[src/rtl/dma_csr_pkg.sv]
package dma_csr_pkg;
  localparam int P_IP    = 0;
  localparam int P_EP    = 1;
  localparam int P_PACK  = 2;
  localparam int P_IE    = 4;
  localparam int P_FLUSH = 5;
  localparam int P_SERR  = 6;
  localparam int P_SRST  = 7;
  localparam int P_DIR   = 8;
  localparam int P_RUN   = 9;
  localparam int P_BOFF  = 11;
  localparam int P_CNTEN = 13;
  localparam int P_TC    = 14;
  localparam int P_FAST  = 22;
  localparam int P_TCMSK = 23;
  localparam int P_NXTEN = 24;
  localparam int P_ACT   = 25;
  localparam int P_CURV  = 26;
  localparam int P_NXTV  = 27;
  localparam int P_ID    = 28;

  typedef enum logic [1:0] {
    SEL_CSR  = 2'd0,
    SEL_ADDR = 2'd1,
    SEL_CNT  = 2'd2,
    SEL_NXT  = 2'd3
  } reg_sel_e;

  typedef struct packed {
    logic nxt_en;
    logic tc_mask;
    logic fast;
    logic cnt_en;
    logic run;
    logic dir;
    logic ie;
  } ctl_t;
endpackage

[src/rtl/dma_ctl_bits.sv]
module dma_ctl_bits
  import dma_csr_pkg::*;
(
  input  logic clk_i,
  input  logic rst_ni,
  input  logic csr_wr_i,
  input  ctl_t wr_ctl_i,
  input  logic wr_srst_i,
  output ctl_t ctl_o,
  output logic srst_o
);
  ctl_t ctl_q;
  logic srst_q;

  always_ff @(posedge clk_i or negedge rst_ni) begin
    if (!rst_ni) begin
      srst_q <= 1'b0;
      ctl_q  <= '0;
    end else begin
      if (csr_wr_i) srst_q <= wr_srst_i;
      // held clear while soft reset is (or is becoming) active
      if (srst_q || (csr_wr_i && wr_srst_i)) ctl_q <= '0;
      else if (csr_wr_i)                     ctl_q <= wr_ctl_i;
    end
  end

  assign ctl_o  = ctl_q;
  assign srst_o = srst_q;

  assert_srst_sticky_R3: assert property (@(posedge clk_i) disable iff (!rst_ni)
    !csr_wr_i |=> $stable(srst_q));
  assert_ctl_hold_R3: assert property (@(posedge clk_i) disable iff (!rst_ni)
    (srst_q && !csr_wr_i) |=> (ctl_q == '0));
endmodule

[src/rtl/dma_stat_flags.sv]
module dma_stat_flags (
  input  logic       clk_i,
  input  logic       rst_ni,
  input  logic       srst_i,
  input  logic       flush_i,
  input  logic       tc_evt_i,
  input  logic       err_i,
  input  logic       pack_we_i,
  input  logic [1:0] pack_cnt_i,
  output logic       tc_o,
  output logic       ep_o,
  output logic       serr_o,
  output logic [1:0] pack_o
);
  logic       tc_q, ep_q, serr_q;
  logic [1:0] pack_q;
  logic       wipe;

  assign wipe = srst_i || flush_i;

  always_ff @(posedge clk_i or negedge rst_ni) begin
    if (!rst_ni) begin
      tc_q   <= 1'b0;
      ep_q   <= 1'b0;
      serr_q <= 1'b0;
      pack_q <= '0;
    end else begin
      // flush beats same-cycle events
      if (wipe)          tc_q <= 1'b0;
      else if (tc_evt_i) tc_q <= 1'b1;
      if (wipe)          ep_q <= 1'b0;
      else if (err_i)    ep_q <= 1'b1;
      if (srst_i)        serr_q <= 1'b0;
      else if (err_i)    serr_q <= 1'b1;
      if (wipe)          pack_q <= '0;
      else if (pack_we_i) pack_q <= pack_cnt_i;
    end
  end

  assign tc_o   = tc_q;
  assign ep_o   = ep_q;
  assign serr_o = serr_q;
  assign pack_o = pack_q;

  assert_flush_clears_R4: assert property (@(posedge clk_i) disable iff (!rst_ni)
    flush_i |=> (!tc_q && !ep_q && (pack_q == 2'b00)));
  assert_tc_cause_R5: assert property (@(posedge clk_i) disable iff (!rst_ni)
    $rose(tc_q) |-> $past(tc_evt_i));
  assert_serr_keep_R7: assert property (@(posedge clk_i) disable iff (!rst_ni)
    (serr_q && !srst_i) |=> serr_q);
endmodule

[src/rtl/dma_addr_cnt.sv]
module dma_addr_cnt #(
  parameter int AW = 32,
  parameter int CW = 24
) (
  input  logic          clk_i,
  input  logic          rst_ni,
  input  logic          srst_i,
  input  logic          addr_wr_i,
  input  logic          cnt_wr_i,
  input  logic [AW-1:0] addr_wd_i,
  input  logic [CW-1:0] cnt_wd_i,
  input  logic          active_i,
  input  logic          nxt_en_i,
  input  logic          run_i,
  input  logic          cnt_dec_i,
  input  logic          nxt_take_i,
  output logic [AW-1:0] cur_o,
  output logic [AW-1:0] nxt_o,
  output logic [CW-1:0] cnt_o,
  output logic          cur_vld_o,
  output logic          nxt_vld_o,
  output logic          tc_evt_o
);
  logic [AW-1:0] cur_q, nxt_q;
  logic [CW-1:0] cnt_q;
  logic          cur_vld_q, nxt_vld_q;
  logic          dec_ok, take;

  assign dec_ok = cnt_dec_i && run_i && (cnt_q != '0);
  assign take   = nxt_take_i && nxt_vld_q;

  always_ff @(posedge clk_i or negedge rst_ni) begin
    if (!rst_ni) begin
      cur_q     <= '0;
      nxt_q     <= '0;
      cnt_q     <= '0;
      cur_vld_q <= 1'b0;
      nxt_vld_q <= 1'b0;
    end else if (srst_i) begin
      cur_q     <= '0;
      nxt_q     <= '0;
      cnt_q     <= '0;
      cur_vld_q <= 1'b0;
      nxt_vld_q <= 1'b0;
    end else begin
      if (cnt_wr_i)    cnt_q <= cnt_wd_i;
      else if (dec_ok) cnt_q <= cnt_q - 1'b1;

      if (take) begin
        cur_q     <= nxt_q;
        cur_vld_q <= 1'b1;
        nxt_vld_q <= 1'b0;
      end else if (addr_wr_i && !active_i) begin
        cur_q     <= addr_wd_i;
        cur_vld_q <= 1'b1;
      end else if (addr_wr_i && nxt_en_i) begin
        nxt_q     <= addr_wd_i;
        nxt_vld_q <= 1'b1;
      end else if (dec_ok) begin
        cur_q <= cur_q + 1'b1;
      end
    end
  end

  assign tc_evt_o  = dec_ok && !cnt_wr_i && (cnt_q == CW'(1));
  assign cur_o     = cur_q;
  assign nxt_o     = nxt_q;
  assign cnt_o     = cnt_q;
  assign cur_vld_o = cur_vld_q;
  assign nxt_vld_o = nxt_vld_q;

  assert_addr_load_R9: assert property (@(posedge clk_i) disable iff (!rst_ni)
    (addr_wr_i && !active_i && !srst_i && !take) |=> (cur_q == $past(addr_wd_i)));
  assert_cnt_no_wrap_R5: assert property (@(posedge clk_i) disable iff (!rst_ni)
    ((cnt_q == '0) && !cnt_wr_i) |=> (cnt_q == '0));
endmodule

[src/rtl/dma_csr_regs.sv]
module dma_csr_regs
  import dma_csr_pkg::*;
#(
  parameter int          AW     = 32,
  parameter int          CW     = 24,
  parameter logic [3:0]  DEV_ID = 4'h9
) (
  input  logic          clk_i,
  input  logic          rst_ni,
  input  logic [1:0]    sel_i,
  input  logic          we_i,
  input  logic [31:0]   wdata_i,
  output logic [31:0]   rdata_o,
  input  logic          dev_irq_i,
  input  logic          err_i,
  input  logic          pack_we_i,
  input  logic [1:0]    pack_cnt_i,
  input  logic [1:0]    byte_off_i,
  input  logic          active_i,
  input  logic          cnt_dec_i,
  input  logic          nxt_take_i,
  output logic          irq_o,
  output logic          eng_rst_o,
  output logic          ena_o,
  output logic          dir_o,
  output logic          fast_o,
  output logic [AW-1:0] cur_addr_o
);
  ctl_t          wr_ctl, ctl;
  logic          csr_wr, addr_wr, cnt_wr, flush, srst;
  logic          tc, ep, serr, ip, tc_evt, cur_vld, nxt_vld;
  logic [1:0]    pack;
  logic [AW-1:0] cur, nxt;
  logic [CW-1:0] cnt;
  logic [31:0]   csr_rd;

  assign csr_wr  = we_i && (sel_i == SEL_CSR);
  assign addr_wr = we_i && (sel_i == SEL_ADDR) && !srst;
  assign cnt_wr  = we_i && (sel_i == SEL_CNT)  && !srst;
  assign flush   = csr_wr && wdata_i[P_FLUSH];

  always_comb begin
    wr_ctl.nxt_en  = wdata_i[P_NXTEN];
    wr_ctl.tc_mask = wdata_i[P_TCMSK];
    wr_ctl.fast    = wdata_i[P_FAST];
    wr_ctl.cnt_en  = wdata_i[P_CNTEN];
    wr_ctl.run     = wdata_i[P_RUN];
    wr_ctl.dir     = wdata_i[P_DIR];
    wr_ctl.ie      = wdata_i[P_IE];
  end

  dma_ctl_bits u_ctl (
    .clk_i    (clk_i),
    .rst_ni   (rst_ni),
    .csr_wr_i (csr_wr),
    .wr_ctl_i (wr_ctl),
    .wr_srst_i(wdata_i[P_SRST]),
    .ctl_o    (ctl),
    .srst_o   (srst)
  );

  dma_stat_flags u_flags (
    .clk_i     (clk_i),
    .rst_ni    (rst_ni),
    .srst_i    (srst),
    .flush_i   (flush),
    .tc_evt_i  (tc_evt),
    .err_i     (err_i),
    .pack_we_i (pack_we_i),
    .pack_cnt_i(pack_cnt_i),
    .tc_o      (tc),
    .ep_o      (ep),
    .serr_o    (serr),
    .pack_o    (pack)
  );

  dma_addr_cnt #(.AW(AW), .CW(CW)) u_addr (
    .clk_i     (clk_i),
    .rst_ni    (rst_ni),
    .srst_i    (srst),
    .addr_wr_i (addr_wr),
    .cnt_wr_i  (cnt_wr),
    .addr_wd_i (wdata_i[AW-1:0]),
    .cnt_wd_i  (wdata_i[CW-1:0]),
    .active_i  (active_i),
    .nxt_en_i  (ctl.nxt_en),
    .run_i     (ctl.run && ctl.cnt_en),
    .cnt_dec_i (cnt_dec_i),
    .nxt_take_i(nxt_take_i),
    .cur_o     (cur),
    .nxt_o     (nxt),
    .cnt_o     (cnt),
    .cur_vld_o (cur_vld),
    .nxt_vld_o (nxt_vld),
    .tc_evt_o  (tc_evt)
  );

  assign ip    = dev_irq_i || (tc && !ctl.tc_mask);
  assign irq_o = ctl.ie && (ip || ep);

  always_comb begin
    csr_rd                       = '0;
    csr_rd[P_ID+:4]              = DEV_ID;
    csr_rd[P_NXTV]               = nxt_vld;
    csr_rd[P_CURV]               = cur_vld;
    csr_rd[P_ACT]                = active_i;
    csr_rd[P_NXTEN]              = ctl.nxt_en;
    csr_rd[P_TCMSK]              = ctl.tc_mask;
    csr_rd[P_FAST]               = ctl.fast;
    csr_rd[P_TC]                 = tc;
    csr_rd[P_CNTEN]              = ctl.cnt_en;
    csr_rd[P_BOFF+:2]            = byte_off_i;
    csr_rd[P_RUN]                = ctl.run;
    csr_rd[P_DIR]                = ctl.dir;
    csr_rd[P_SRST]               = srst;
    csr_rd[P_SERR]               = serr;
    csr_rd[P_IE]                 = ctl.ie;
    csr_rd[P_PACK+:2]            = pack;
    csr_rd[P_EP]                 = ep;
    csr_rd[P_IP]                 = ip;
  end

  always_comb begin
    rdata_o = '0;
    case (sel_i)
      SEL_CSR:  rdata_o = csr_rd;
      SEL_ADDR: rdata_o[AW-1:0] = cur;
      SEL_CNT:  rdata_o[CW-1:0] = cnt;
      default:  rdata_o[AW-1:0] = nxt;
    endcase
  end

  assign eng_rst_o  = srst;
  assign ena_o      = ctl.run;
  assign dir_o      = ctl.dir;
  assign fast_o     = ctl.fast;
  assign cur_addr_o = cur;

  assert_irq_needs_ie_R6: assert property (@(posedge clk_i) disable iff (!rst_ni)
    irq_o |-> ctl.ie);
  assert_tc_raises_irq_R6: assert property (@(posedge clk_i) disable iff (!rst_ni)
    (tc && !ctl.tc_mask && ctl.ie) |-> irq_o);
  assert_fixed_fields_R1: assert property (@(posedge clk_i) disable iff (!rst_ni)
    (sel_i == SEL_CSR) |-> ((rdata_o[31:28] == DEV_ID) && (rdata_o[19:16] == 4'h0)
                            && !rdata_o[P_FLUSH]));
endmodule

[config.mk]
export PLATFORM = sky130hd
export DESIGN_NAME = dma_csr_regs
export DESIGN_NICKNAME = d
export VERILOG_FILES = /design/src/rtl/dma_csr_pkg.sv /design/src/rtl/dma_ctl_bits.sv /design/src/rtl/dma_stat_flags.sv /design/src/rtl/dma_addr_cnt.sv /design/src/rtl/dma_csr_regs.sv
export SDC_FILE = /design/constraint.sdc
export NUM_CORES = 1
export LEC_CHECK = 0
export ABC_CLOCK_PERIOD_IN_PS = 2200
export BUFFER_PORTS_ARGS = -buffer_cell sky130_fd_sc_hd__buf_4
export CAP_MARGIN = 20
export CORE_MARGIN = 8
export CORE_UTILIZATION = 42
export CTS_CLUSTER_SIZE = 40
export DETAILED_ROUTE_END_ITERATION = 10
export SYNTH_ARGS = -nofsm -noshare
export SYNTH_HDL_FRONTEND = slang
export SYNTH_SLANG_ARGS = --single-unit
[constraint.sdc]
create_clock -name clk_i -period 2.2 [get_ports clk_i]
set_input_delay 0.33 -clock clk_i [delete_from_list [all_inputs] [get_ports clk_i]]
set_output_delay 0.33 -clock clk_i [all_outputs]
set_load 0.05 [all_outputs]
==> Implementation_results.wiki, run 1 <==
{| class="wikitable"
! Metric !! Value
|-
| Cell with the biggest individual delay on the critical path || sky130_fd_sc_hd__dfrtp_1
|-
| Count of synthesis-stage warnings from yosys || 0
|-
| Antenna violations before repair || 1
|-
| RSZ-0062 raised after global routing || no
|-
| Max Root-Sink Buffers || 2
|-
| Endpoint required time on the critical path || 2.45 ns
|-
| Post-route core utilization || 56.3%
|-
| TritonCTS clock tree || yes
|-
| Non-filler cells, final || 1056
|-
| H-Tree Level Count || 3
|-
| Number of buffer and inverter stages on the critical path || 2
|-
| Transition time at the pin with the least slew margin || 0.680 ns
|-
| Crit path time final || 2.08 ns
|-
| Clock skew after layout || 0.00705 ns
|-
| Worst slew margin relative to its limit || 54.5%
|-
| Number of cells traversed by the worst hold path || 2
|-
| Type of the worst min-delay path || primary input to flop
|-
| Most common cell in the netlist || sky130_fd_sc_hd__dfrtp_1
|-
| FMAX || 0.482 GHz
|-
| Final TNS setup || 0 ns
|-
| Count of placed standard cells including taps || 1039
|-
| Post-synth net total || 748
|-
| Final hold slack || 0.196 ns
|-
| Floorplan die area || 0.0197 mm^2
|-
| Layout area overhead || 31.3%
|-
| Area post-placement || 0.00814 mm^2
|-
| Worst VDD drop || 0.405 mV
|-
| Count of buffers inserted at the top-level ports || 115
|-
| Synth unique cells || 68
|-
| Number of fill cells in the layout || 1401
|-
| Post-synthesis instance area || 0.00649 mm^2
|-
| Sinks on the clock net || 103
|-
| Finished layout cell area || 0.00852 mm^2
|-
| Clock-pin slew on the worst setup and hold paths || 0.07 ns
|-
| Number of nets in the layout || 914
|-
| Slowest cell delay on critical path || 0.43 ns
|-
| P_leak || 3.82 nW
|-
| Area inside the core boundary || 0.0151 mm^2
|-
| Endpoint arrival time on the critical path || 2.33 ns
|-
| Ordered list of cells on the worst path || nor4_2 -> buf_4 -> and3_1 -> a31oi_4 -> a21oi_4 -> buf_12 -> a211oi_1 -> a21o_1
|-
| Detailed-route vias per instance || 6.26
|-
| Antenna diodes || 0
|-
| Part of the Yosys area used for sequential elements || 39.7%
|-
| Kind of cell adding the most delay to the critical path || compound AO/OA/AOI/OAI gates
|-
| Floorplan die height || 140 um
|-
| Maximum fanout encountered on the critical timing path || 17
|-
| Total routed wirelength || 25100 um
|-
| Ratio of cells with drive above 1 in the final layout || 31.6%
|-
| Number of global-route vias before repair || 6682
|-
| Clock network latency to the later pin of the worst-skew pair || 0.36 ns
|-
| Startpoint types || flop
|-
| Final hold viol count || 0
|-
| Power density relative to cell area || 766 mW/mm^2
|-
| Detailed-route wire length per cell || 23.8 um
|-
| Setup violations, final || 0
|-
| Top flip-flop cell by instance count after synthesis || sky130_fd_sc_hd__dfrtp_1
|-
| Post-route total power || 6.52 mW
|-
| Cell count of the worst reg-to-reg path || 8
|-
| Master cell of the clock root buffer || sky130_fd_sc_hd__clkbuf_16
|-
| Syn Inst Count || 697
|-
| Number of enable-type register cells in the synthesized netlist || 0
|-
| Pre-CTS WS || 0.0636 ns
|-
| Overflow after GRT || 0
|-
| Area leader, netlist || sky130_fd_sc_hd__dfrtp_1
|-
| Iter 0 DRT Violations || 432
|-
| Worst setup path class || flop to flop
|-
| Wire length of the first global-routing pass || 39300 um
|-
| Post-CTS Repair Setup Buffers || 0
|-
| Area share of the leading cell type in the synthesized netlist || 39.7%
|-
| Detailed-router iteration count before antenna repair || 5
|-
| Remaining antenna violation count after routing || 0
|-
| Row count || 45
|-
| Number of ports placed on the die boundary || 116
|-
| Mean post-synth cell area || 9.31 um^2
|-
| Number of CTS-inserted buffers || 9
|-
| Share of async-settable or async-resettable flops after synthesis || 100%
|-
| Stages on worst setup path || 8
|-
| Number of remaining DRC errors || 0
|-
| Max_cap viols || 0
|-
| Run status || completed
|-
| Detailed placement HPWL || 19100 um
|-
| Vias after detailed routing || 6608
|-
| Cell types with the largest area share after synthesis || sky130_fd_sc_hd__dfrtp_1 (40%), sky130_fd_sc_hd__a22o_1 (6.7%), sky130_fd_sc_hd__mux4_2 (5.2%), sky130_fd_sc_hd__o21ai_0 (4.5%), sky130_fd_sc_hd__nand2_1 (3.7%)
|-
| Synth Register Bits || 103
|-
| Number of pins exceeding their max-slew limit in the final report || 0
|-
| Final clock period utilization by the worst path || 94.3%
|-
| Commonest cells post-synth || sky130_fd_sc_hd__dfrtp_1 (103), sky130_fd_sc_hd__nand2_1 (64), sky130_fd_sc_hd__o21ai_0 (59), sky130_fd_sc_hd__nor2_1 (55), sky130_fd_sc_hd__a22o_1 (50)
|-
| Die width || 140 um
|-
| Largest net degree at the start of global routing || 47
|-
| Starting utilization of the core area || 42.9%
|-
| Element type at the critical path end || flop
|-
| Final worst setup slack || 0.125 ns
|-
| Total global routing track utilization || 25.7%
|-
| Last weighted congestion value of the routability-driven placer || 0.892
|}
layout make-up:
class / instances / area [um^2] / area share, %
clock buffers: 11 / 243 / 2.85
clock inverters: 5 / 105 / 1.23
inverters: 9 / 33.8 / 0.396
multi-input cells: 536 / 3670 / 43.1
flip-flops and latches: 103 / 2580 / 30.3
well taps: 188 / 235 / 2.76
repair buffers: 204 / 1650 / 19.4
per-layer routing:
layer,routed length (um),global-route usage (%),share of wire (%)
met5,0,0,0
met4,571,8.51,2.3
met3,2040,6.22,8.1
met2,11500,40.0,46
met1,11000,34.3,44
final timing paths:
check / startpoint / to / slack, ns
worst max-delay path: u_addr.cnt_o[22]$_DFFE_PN0P_ / u_addr.cur_o[2]$_DFFE_PN0P_ / 0.12
worst min-delay path: wdata_i[31] / u_addr.nxt_o[31]$_DFFE_PN0P_ / 0.20
worst max register to register: u_addr.cnt_o[22]$_DFFE_PN0P_ / u_addr.cur_o[2]$_DFFE_PN0P_ / 0.12
worst min register to register: u_addr.cur_vld_o$_DFFE_PN0P_ / u_addr.cur_vld_o$_DFFE_PN0P_ / 0.51
max in group asynchronous: rst_ni / u_addr.cur_o[16]$_DFFE_PN0P_ / 1.08
min in group asynchronous: rst_ni / u_addr.nxt_o[2]$_DFFE_PN0P_ / 0.43
cells in the final DEF (no fill, tap or decap), types with 9 or more instances in the layout:
cell type                   count
sky130_fd_sc_hd__nand4_1       10
sky130_fd_sc_hd__and3_1        11
sky130_fd_sc_hd__o211ai_1       9
sky130_fd_sc_hd__nand3_1       28
sky130_fd_sc_hd__clkbuf_16      9
sky130_fd_sc_hd__xnor2_1       10
sky130_fd_sc_hd__a22o_1        50
sky130_fd_sc_hd__buf_4        193
sky130_fd_sc_hd__mux2_2        10
sky130_fd_sc_hd__nor3_1        20
sky130_fd_sc_hd__xor2_1        11
sky130_fd_sc_hd__nand2_1       64
sky130_fd_sc_hd__o21ai_0       55
sky130_fd_sc_hd__buf_12         9
sky130_fd_sc_hd__nor4_1         9
sky130_fd_sc_hd__nor2_1        54
sky130_fd_sc_hd__a211oi_1      20
sky130_fd_sc_hd__a21oi_1       40
sky130_fd_sc_hd__inv_1          9
sky130_fd_sc_hd__dfrtp_1      101
sky130_fd_sc_hd__mux4_2        15
registers in the layout (all words and copies together) (netlist names):
| signal | flops |
|---|---|
| u_flags.pack_o | 2 |
| u_addr.nxt_o | 32 |
| u_flags.serr_o | 1 |
| u_addr.cnt_o | 24 |
| u_addr.cur_vld_o | 1 |
| u_ctl.ctl_o | 7 |
| u_flags.ep_o | 1 |
| u_flags.tc_o | 1 |
| u_addr.cur_o | 32 |
| u_addr.nxt_vld_o | 1 |
| u_ctl.srst_o | 1 |
worst register-to-register path, stage by stage (launching register included):
cell                       delay, ns
sky130_fd_sc_hd__dfrtp_1        0.43
sky130_fd_sc_hd__nor4_2         0.29
sky130_fd_sc_hd__buf_4          0.16
sky130_fd_sc_hd__and3_1         0.21
sky130_fd_sc_hd__a31oi_4        0.14
sky130_fd_sc_hd__a21oi_4        0.34
sky130_fd_sc_hd__buf_12         0.19
sky130_fd_sc_hd__a211oi_1       0.06
sky130_fd_sc_hd__a21o_1         0.15
report_power, final:
part / leakage [nW] / internal (mW) / switching (mW)
clock network: 0.162 / 1.14 / 0.759
logic: 2.24 / 0.880 / 1.52
registers: 1.41 / 2.04 / 0.182
kinds of logic after synthesis:
logic type / share of synthesized area, %
flops: 39.7
xor+xnor: 2.83
fa+ha+maj: 0.771
simple gates: 19.4
mux: 8.17
compound gates: 24.9
buf+inv: 4.22
repair_timing:
action,4_1_cts,5_1_grt
gates resized for setup,0,5
hold buffers,1,0
endpoints found under the setup margin,0,18
hold endpoints to repair,25,0
Power figures use the tool's default switching activity.
==> run 2: changes to the inputs <==
Settings changed: ABC_AREA set to 1, BUFFER_PORTS_ARGS -buffer_cell sky130_fd_sc_hd__buf_4 to not set, DONT_BUFFER_PORTS set to 1, SETUP_SLACK_MARGIN set to 0.3.
==> run 2 against run 1 <==
Net effect:
- the flow now finishes with violations (negative hold slack)
- synthesized cell count grew 58%
- sequential power rose by 7%
- clock skew is 0.0047 ns higher
- critical endpoint is now rdata_o[2]
- largest cell class unchanged
==> Implementation_results.wiki, run 2 <==
{| class="wikitable"
! Metric !! Value
|-
| Layout area overhead || 23.3% (was 31.3%)
|-
| Final hold viol count || 103 (was 0)
|-
| Crit path time final || 1.93 ns (was 2.08 ns)
|-
| Finished layout cell area || 0.00888 mm^2 (was 0.00852 mm^2)
|-
| Cell with the biggest individual delay on the critical path || sky130_fd_sc_hd__dfrtp_2 (was sky130_fd_sc_hd__dfrtp_1)
|-
| Number of global-route vias before repair || 7417 (was 6682)
|-
| Detailed-route vias per instance || 5.55 (was 6.26)
|-
| Final TNS setup || 0 ns (unchanged)
|-
| Synth unique cells || 39 (was 68)
|-
| Power density relative to cell area || 807 mW/mm^2 (was 766 mW/mm^2)
|-
| Number of buffer and inverter stages on the critical path || 2 (unchanged)
|-
| Cell types with the largest area share after synthesis || sky130_fd_sc_hd__dfrtp_1 (36%), sky130_fd_sc_hd__nand2_1 (16%), sky130_fd_sc_hd__nor2_1 (7.3%), sky130_fd_sc_hd__nand3_1 (6.7%), sky130_fd_sc_hd__inv_1 (6.7%) (was sky130_fd_sc_hd__dfrtp_1 (40%), sky130_fd_sc_hd__a22o_1 (6.7%), sky130_fd_sc_hd__mux4_2 (5.2%), sky130_fd_sc_hd__o21ai_0 (4.5%), sky130_fd_sc_hd__nand2_1 (3.7%))
|-
| Detailed-router iteration count before antenna repair || 5 (unchanged)
|-
| Number of pins exceeding their max-slew limit in the final report || 0 (unchanged)
|-
| Clock network latency to the later pin of the worst-skew pair || 0.37 ns (was 0.36 ns)
|-
| Worst setup path class || flop to output pin (was flop to flop)
|-
| Area inside the core boundary || 0.0171 mm^2 (was 0.0151 mm^2)
|-
| Count of synthesis-stage warnings from yosys || 0 (unchanged)
|-
| Top flip-flop cell by instance count after synthesis || sky130_fd_sc_hd__dfrtp_1 (unchanged)
|-
| Mean post-synth cell area || 6.53 um^2 (was 9.31 um^2)
|-
| Synth Register Bits || 103 (unchanged)
|-
| Last weighted congestion value of the routability-driven placer || 0.938 (was 0.892)
|-
| Area post-placement || 0.00822 mm^2 (was 0.00814 mm^2)
|-
| Pre-CTS WS || 0.228 ns (was 0.0636 ns)
|-
| Number of ports placed on the die boundary || 116 (unchanged)
|-
| Total routed wirelength || 28400 um (was 25100 um)
|-
| Final worst setup slack || 0.267 ns (was 0.125 ns)
|-
| Type of the worst min-delay path || primary input to async pin (was primary input to flop)
|-
| Share of async-settable or async-resettable flops after synthesis || 100% (unchanged)
|-
| Ratio of cells with drive above 1 in the final layout || 17.7% (was 31.6%)
|-
| Commonest non-fill, non-tap cell in the layout || sky130_fd_sc_hd__nand2_1 (was sky130_fd_sc_hd__buf_4)
|-
| Number of fill cells in the layout || 1750 (was 1401)
|-
| H-Tree Level Count || 3 (unchanged)
|-
| Kind of cell adding the most delay to the critical path || flip-flops (was compound AO/OA/AOI/OAI gates)
|-
| Wire length of the first global-routing pass || 42600 um (was 39300 um)
|-
| Final hold slack || -0.347 ns (was 0.196 ns)
|-
| RSZ-0062 raised after global routing || yes (was no)
|-
| Post-synth net total || 1153 (was 748)
|-
| Max Root-Sink Buffers || 2 (unchanged)
|-
| Seq. cell area || 0.00259 mm^2 (was 0.00258 mm^2)
|-
| Sinks on the clock net || 103 (unchanged)
|-
| Post-route total power || 7.17 mW (was 6.52 mW)
|-
| Ordered list of cells on the worst path || buf_6 -> a221oi_2 -> o21ai_1 -> buf_12 (was nor4_2 -> buf_4 -> and3_1 -> a31oi_4 -> a21oi_4 -> buf_12 -> a211oi_1 -> a21o_1)
|-
| Overflow after GRT || 0 (unchanged)
|-
| Post-synthesis instance area || 0.00720 mm^2 (was 0.00649 mm^2)
|-
| Antenna diodes || 0 (unchanged)
|-
| Violated checks || negative hold slack
|-
| Detailed-route wire length per cell || 20.1 um (was 23.8 um)
|-
| Vias after detailed routing || 7846 (was 6608)
|-
| Transition time at the pin with the least slew margin || 0.612 ns (was 0.680 ns)
|-
| Detailed placement HPWL || 21000 um (was 19100 um)
|-
| Die width || 147 um (was 140 um)
|-
| Run status || finished, violations left (was completed)
|-
| Starting utilization of the core area || 42.2% (was 42.9%)
|-
| Remaining antenna violation count after routing || 0 (unchanged)
|-
| Iter 0 DRT Violations || 652 (was 432)
|-
| Row count || 48 (was 45)
|-
| Clock skew after layout || 0.0118 ns (was 0.00705 ns)
|-
| Commonest cells post-synth || sky130_fd_sc_hd__nand2_1 (316), sky130_fd_sc_hd__nor2_1 (140), sky130_fd_sc_hd__inv_1 (128), sky130_fd_sc_hd__dfrtp_1 (103), sky130_fd_sc_hd__nand3_1 (96) (was sky130_fd_sc_hd__dfrtp_1 (103), sky130_fd_sc_hd__nand2_1 (64), sky130_fd_sc_hd__o21ai_0 (59), sky130_fd_sc_hd__nor2_1 (55), sky130_fd_sc_hd__a22o_1 (50))
|-
| Slowest cell delay on critical path || 0.46 ns (was 0.43 ns)
|-
| Startpoint types || flop (unchanged)
|-
| Largest net degree at the start of global routing || 104 (was 47)
|-
| Number of remaining DRC errors || 0 (unchanged)
|-
| Count of buffers inserted at the top-level ports || 0 (was 115)
|-
| Endpoint arrival time on the critical path || 1.60 ns (was 2.33 ns)
|-
| Endpoint required time on the critical path || 1.87 ns (was 2.45 ns)
|-
| Area leader, netlist || sky130_fd_sc_hd__dfrtp_1 (unchanged)
|-
| Number of enable-type register cells in the synthesized netlist || 0 (unchanged)
|-
| P_leak || 4.14 nW (was 3.82 nW)
|-
| Element type at the critical path end || output pin (was flop)
|-
| Final clock period utilization by the worst path || 87.9% (was 94.3%)
|-
| Floorplan die area || 0.0216 mm^2 (was 0.0197 mm^2)
|-
| Number of CTS-inserted buffers || 9 (unchanged)
|-
| TritonCTS clock tree || yes (unchanged)
|-
| Clock-pin slew on the worst setup and hold paths || 0.08 ns (was 0.07 ns)
|-
| Syn Inst Count || 1102 (was 697)
|-
| Commonest cells after routing, fill and taps aside || sky130_fd_sc_hd__nand2_1 (314), sky130_fd_sc_hd__nor2_1 (126), sky130_fd_sc_hd__inv_1 (123) (was sky130_fd_sc_hd__buf_4 (193), sky130_fd_sc_hd__dfrtp_1 (101), sky130_fd_sc_hd__nand2_1 (64))
|-
| Most common cell in the netlist || sky130_fd_sc_hd__nand2_1 (was sky130_fd_sc_hd__dfrtp_1)
|-
| Area share of the leading cell type in the synthesized netlist || 35.8% (was 39.7%)
|-
| Number of nets in the layout || 1235 (was 914)
|-
| Total global routing track utilization || 25.5% (was 25.7%)
|-
| Master cell of the clock root buffer || sky130_fd_sc_hd__clkbuf_16 (unchanged)
|-
| Antenna violations before repair || 0 (was 1)
|-
| Setup violations, final || 0 (unchanged)
|-
| FMAX || 0.517 GHz (was 0.482 GHz)
|-
| Floorplan die height || 147 um (was 140 um)
|-
| Part of the Yosys area used for sequential elements || 35.8% (was 39.7%)
|-
| Worst VDD drop || 0.485 mV (was 0.405 mV)
|-
| Max_cap viols || 0 (unchanged)
|-
| Worst slew margin relative to its limit || 59.2% (was 54.5%)
|-
| Area of combinational cells with multiple inputs || 0.00410 mm^2 (was 0.00367 mm^2)
|-
| Maximum fanout encountered on the critical timing path || 6 (was 17)
|}
-- run 2: cell families (layout without fill, tap and decap cells) --
family / after synthesis / after routing / synth area share (%)
AND/OR/NAND/NOR: 576 / 577 / 33.3
multiplexers: 2 / 2 / 0.278
adder cells (fa/ha/maj): 4 / 4 / 0.695
AO/OA/AOI/OAI: 230 / 230 / 18.2
flip-flops: 103 / 103 / 35.8
buffers and inverters: 178 / 264 / 10.6
XOR/XNOR: 9 / 9 / 1.09
-- run 2: cell type report --
cell class | instances | share of cell area (%)
timing repair buffer | 115 | 12.3
clock buffer | 9 | 2.54
tap | 225 | 3.17
sequential | 103 | 29.2
clock inverter | 7 | 0.719
inverter | 133 | 5.92
multi-input combinational | 822 | 46.2
-- run 2: what timing repair did --
item	4_1_cts	5_1_grt
pin swaps	1	4
setup buffers	2	15
endpoints found under the setup margin	47	70
endpoints found under the hold margin	103	103
cloned	0	1
resized for setup	23	45
-- run 2: path summary, 6_finish.rpt --
check / from / endpoint / slack [ns] / cells past startpoint
setup / recovery: u_addr.cur_o[2]$_DFFE_PN0P_ / rdata_o[2] / 0.27 / 4
hold / removal: rst_ni / u_addr.nxt_o[20]$_DFFE_PN0P_ / -0.35 / 0
setup reg to reg: u_addr.cnt_o[0]$_DFFE_PN0P_ / u_addr.cnt_o[22]$_DFFE_PN0P_ / 0.36 / 9
hold reg to reg: u_addr.cur_vld_o$_DFFE_PN0P_ / u_addr.cur_vld_o$_DFFE_PN0P_ / 0.53 / 2
max in group asynchronous: rst_ni / u_addr.cnt_o[19]$_DFFE_PN0P_ / 2.38 / 0
min in group clk_i: nxt_take_i / u_addr.nxt_vld_o$_DFFE_PN0P_ / 0.06 / 1
-- run 2: per-stage QoR --
step / instances / hold WS [ns] / utilization [%]
2_1_floorplan: 1102 / 0.0344 / -
3_3_place_gp: 1380 / 0.0400 / 48.2
3_5_place_dp: 1380 / 0.0399 / 48.2
4_1_cts: 1398 / -0.350 / 50.5
5_1_grt: 1414 / -0.357 / 52.1
6_report: 1414 / -0.347 / 52.1
-- run 2: where the power goes --
part / internal, mW / switching (mW)
clock: 0.796 / 0.829
sequential: 2.10 / 0.276
combinational: 1.08 / 2.08
total: 3.98 / 3.19
-- run 2: metal layers --
layer / vias to the layer above / GRT usage [%] / share of wire [%]
li1: 3774 / - / -
met1: 3599 / 30.5 / 39
met2: 401 / 41.3 / 46
met3: 72 / 8.37 / 11
met4: 0 / 10.5 / 3.6
met5: - / 0 / 0
==> run 3: changes to the inputs <==
Settings changed: ABC_AREA 1 to not set, RECOVER_POWER set to 100.
==> run 3 against run 2 <==
Net effect:
- clock power increased by 6%
- critical endpoint is now rdata_o[7]
- the flow still finishes with violations (negative hold slack)
- clock skew decreased by 0.0033 ns
- sequential share of layout area increased by 0.30 points
- global-route usage rose by 0.80 points
- clock-buffer cell count grew 3
- setup slack got worse by 0.17 ns
- hold slack improved by 0.0087 ns
- sequential power decreased by 7%
==> Implementation_results.wiki, run 3 (synthesized netlist as in run 1, its figures left out) <==
{| class="wikitable"
! Metric !! Value
|-
| Run status || finished, violations left (unchanged)
|-
| Violated checks || negative hold slack (unchanged)
|-
| Floorplan die area || 0.0197 mm^2 (was 0.0216 mm^2)
|-
| Last weighted congestion value of the routability-driven placer || 0.938 (about the same)
|-
| Post-route core utilization || 58.5% (was 52.1%)
|-
| Max Root-Sink Buffers || 2 (unchanged)
|-
| P_leak || 3.70 nW (was 4.14 nW)
|-
| Clock network power share || 25.3% (was 22.7%)
|-
| Final hold slack || -0.339 ns (was -0.347 ns)
|-
| Switching Share || 38.8% (was 44.5%)
|-
| Overflow after GRT || 0 (unchanged)
|-
| Row count || 45 (was 48)
|-
| Antenna diodes || 0 (unchanged)
|-
| Remaining antenna violation count after routing || 0 (unchanged)
|-
| Detailed-route vias per instance || 6.60 (was 5.55)
|-
| Total global routing track utilization || 26.3% (was 25.5%)
|-
| Endpoint required time on the critical path || 1.87 ns (about the same)
|-
| Startpoint types || flop (unchanged)
|-
| Die width || 140 um (was 147 um)
|-
| Number of global-route vias before repair || 6284 (was 7417)
|-
| Number of pins exceeding their max-slew limit in the final report || 0 (unchanged)
|-
| Detailed placement HPWL || 18300 um (was 21000 um)
|-
| Fraction of met2 tracks used by global routing || 40.3% (was 41.3%)
|-
| Power density relative to cell area || 768 mW/mm^2 (was 807 mW/mm^2)
|-
| Layout area overhead || 36.4% (was 23.3%)
|-
| Floorplan die height || 140 um (was 147 um)
|-
| Type of the worst min-delay path || primary input to async pin (unchanged)
|-
| Sinks on the clock net || 103 (unchanged)
|-
| RSZ-0062 raised after global routing || yes (unchanged)
|-
| Worst setup path class || flop to output pin (unchanged)
|-
| Endpoint arrival time on the critical path || 1.78 ns (was 1.60 ns)
|-
| Vias after detailed routing || 6671 (was 7846)
|-
| Maximum fanout encountered on the critical timing path || 8 (was 6)
|-
| Met1 demand-to-capacity share in global routing || 34.5% (was 30.5%)
|-
| Final TNS setup || 0 ns (unchanged)
|-
| Detailed-router iteration count before antenna repair || 5 (unchanged)
|-
| Commonest cells after routing, fill and taps aside || sky130_fd_sc_hd__buf_4 (90), sky130_fd_sc_hd__dfrtp_1 (80), sky130_fd_sc_hd__nor2_1 (52) (was sky130_fd_sc_hd__nand2_1 (314), sky130_fd_sc_hd__nor2_1 (126), sky130_fd_sc_hd__inv_1 (123))
|-
| Wire length of the first global-routing pass || 39700 um (was 42600 um)
|-
| Net load switching power || 2.64 mW (was 3.19 mW)
|-
| Cell count of the worst reg-to-reg path || 10 (was 9)
|-
| Clock network latency to the later pin of the worst-skew pair || 0.37 ns (about the same)
|-
| FMAX || 0.475 GHz (was 0.517 GHz)
|-
| Cell-internal power || 4.17 mW (was 3.98 mW)
|-
| Final clock period utilization by the worst path || 95.7% (was 87.9%)
|-
| Number of nets in the layout || 868 (was 1235)
|-
| Transition time at the pin with the least slew margin || 1.21 ns (was 0.612 ns)
|-
| Final worst setup slack || 0.0944 ns (was 0.267 ns)
|-
| Count of buffers inserted at the top-level ports || 0 (unchanged)
|-
| Worst flop-to-flop path endpoint || u_addr.cnt_o[4]$_DFFE_PN0P_ (was u_addr.cnt_o[22]$_DFFE_PN0P_)
|-
| Antenna violations before repair || 1 (was 0)
|-
| Number of CTS-inserted buffers || 9 (unchanged)
|-
| Starting utilization of the core area || 42.9% (was 42.2%)
|-
| Met3 track demand over resource || 7.37% (was 8.37%)
|-
| Largest net degree at the start of global routing || 104 (unchanged)
|-
| Reg-to-reg slack, setup || 0.14 ns (was 0.36 ns)
|-
| Sequential share of power || 32.5% (was 33.2%)
|-
| Ratio of cells with drive above 1 in the final layout || 38.2% (was 17.7%)
|-
| Pre-CTS WS || 0.110 ns (was 0.228 ns)
|-
| Crit path time final || 2.11 ns (was 1.93 ns)
|-
| Iter 0 DRT Violations || 750 (was 652)
|-
| Number of ports placed on the die boundary || 116 (unchanged)
|-
| Global routing's busiest layer || met2 (unchanged)
|-
| Element type at the critical path end || output pin (unchanged)
|-
| Total routed wirelength || 26600 um (was 28400 um)
|-
| Area inside the core boundary || 0.0151 mm^2 (was 0.0171 mm^2)
|-
| Worst flop-to-flop path startpoint || u_addr.cnt_o[19]$_DFFE_PN0P_ (was u_addr.cnt_o[0]$_DFFE_PN0P_)
|-
| Max_cap viols || 0 (unchanged)
|-
| Clock skew after layout || 0.00847 ns (was 0.0118 ns)
|-
| TritonCTS clock tree || yes (unchanged)
|-
| Final hold viol count || 103 (unchanged)
|-
| Clock-pin slew on the worst setup and hold paths || 0.08 ns (about the same)
|-
| Number of remaining DRC errors || 0 (unchanged)
|-
| Detailed-route wire length per cell || 26.3 um (was 20.1 um)
|-
| Worst VDD drop || 0.421 mV (was 0.485 mV)
|-
| H-Tree Level Count || 3 (unchanged)
|-
| Worst slew margin relative to its limit || 19.2% (was 59.2%)
|-
| Commonest non-fill, non-tap cell in the layout || sky130_fd_sc_hd__buf_4 (was sky130_fd_sc_hd__nand2_1)
|-
| Master cell of the clock root buffer || sky130_fd_sc_hd__clkbuf_16 (unchanged)
|-
| Setup violations, final || 0 (unchanged)
|-
| Proportion of power drawn by combinational gates || 42.3% (was 44.1%)
|}
## run 3: changes by cell type in the layout (fill, tap and decap cells not counted), sizes merged, moves of 23 or more
cell / change
clkbuf: +29
inv: -125
o22ai: -31
nor2: -90
a22o: +50
nand3: -68
nand2: -259
o21ai: -40
nor3: +23
## run 3: final cells by class
type	count	area [um^2]
clock buffer	12	256
clock inverter	4	53.8
fill	1270	6290
inverter	9	33.8
multi-input combinational	536	4160
sequential	103	2610
tap	188	235
timing repair buffer	158	1510
## run 3: layer usage
| metal | up-vias | share of wire [%] | wire length [um] |
|---|---|---|---|
| met3 | 53 | 10 | 2680 |
| met5 | - | 0.049 | 13 |
| met4 | 2 | 2.8 | 740 |
| li1 | 2898 | - | - |
| met2 | 358 | 46 | 12300 |
| met1 | 3360 | 41 | 10800 |
## run 3: stage by stage
step,instances,total power [mW],cell area [um^2]
floorplan,697,3.67,6670
global placement,944,4.37,7530
detailed placement,944,4.40,7530
CTS,980,6.50,8380
global route,1010,7.05,8860
finish,1010,6.80,8860
## run 3: power groups by stage
stage | clock network, mW | logic [mW] | registers (mW)
after floorplan | 0 | 1.16 | 2.51
after global placement | 0 | 2.15 | 2.23
after detailed placement | 0 | 2.17 | 2.23
after CTS | 1.73 | 2.56 | 2.20
after global routing | 1.80 | 3.03 | 2.22
final | 1.72 | 2.88 | 2.21
## run 3: worst max-delay path, cell delays in order, from the launching register on
cell	delay (ns)
sky130_fd_sc_hd__dfrtp_4	0.49
sky130_fd_sc_hd__clkbuf_1	0.24
sky130_fd_sc_hd__mux4_2	0.68
## run 3: repair_timing
action / in CTS / in global routing
pin swaps: 19 / 44
gates cloned: 4 / 3
resized for setup: 77 / 116
endpoints found under the setup margin: 68 / 106
hold endpoints to repair: 103 / 103
setup buffers: 16 / 27
## run 3: how the worst max path moves through the flow
| stage | startpoint | end | slack (ns) |
|---|---|---|---|
| 2_1_floorplan | u_addr.cur_o[2]$_DFFE_PN0P_ | u_addr.cur_o[31]$_DFFE_PN0P_ | 0.21 |
| 3_3_place_gp | u_addr.cnt_o[13]$_DFFE_PN0P_ | u_addr.cnt_o[17]$_DFFE_PN0P_ | 0.08 |
| 3_5_place_dp | u_addr.cnt_o[13]$_DFFE_PN0P_ | u_addr.cnt_o[17]$_DFFE_PN0P_ | 0.11 |
| 4_1_cts | u_ctl.srst_o$_DFFE_PN0P_ | rdata_o[7] | 0.18 |
| 5_1_grt | u_addr.cnt_o[20]$_DFFE_PN0P_ | u_addr.cnt_o[4]$_DFFE_PN0P_ | 0.06 |
| 6_report | u_ctl.srst_o$_DFFE_PN0P_ | rdata_o[7] | 0.09 |
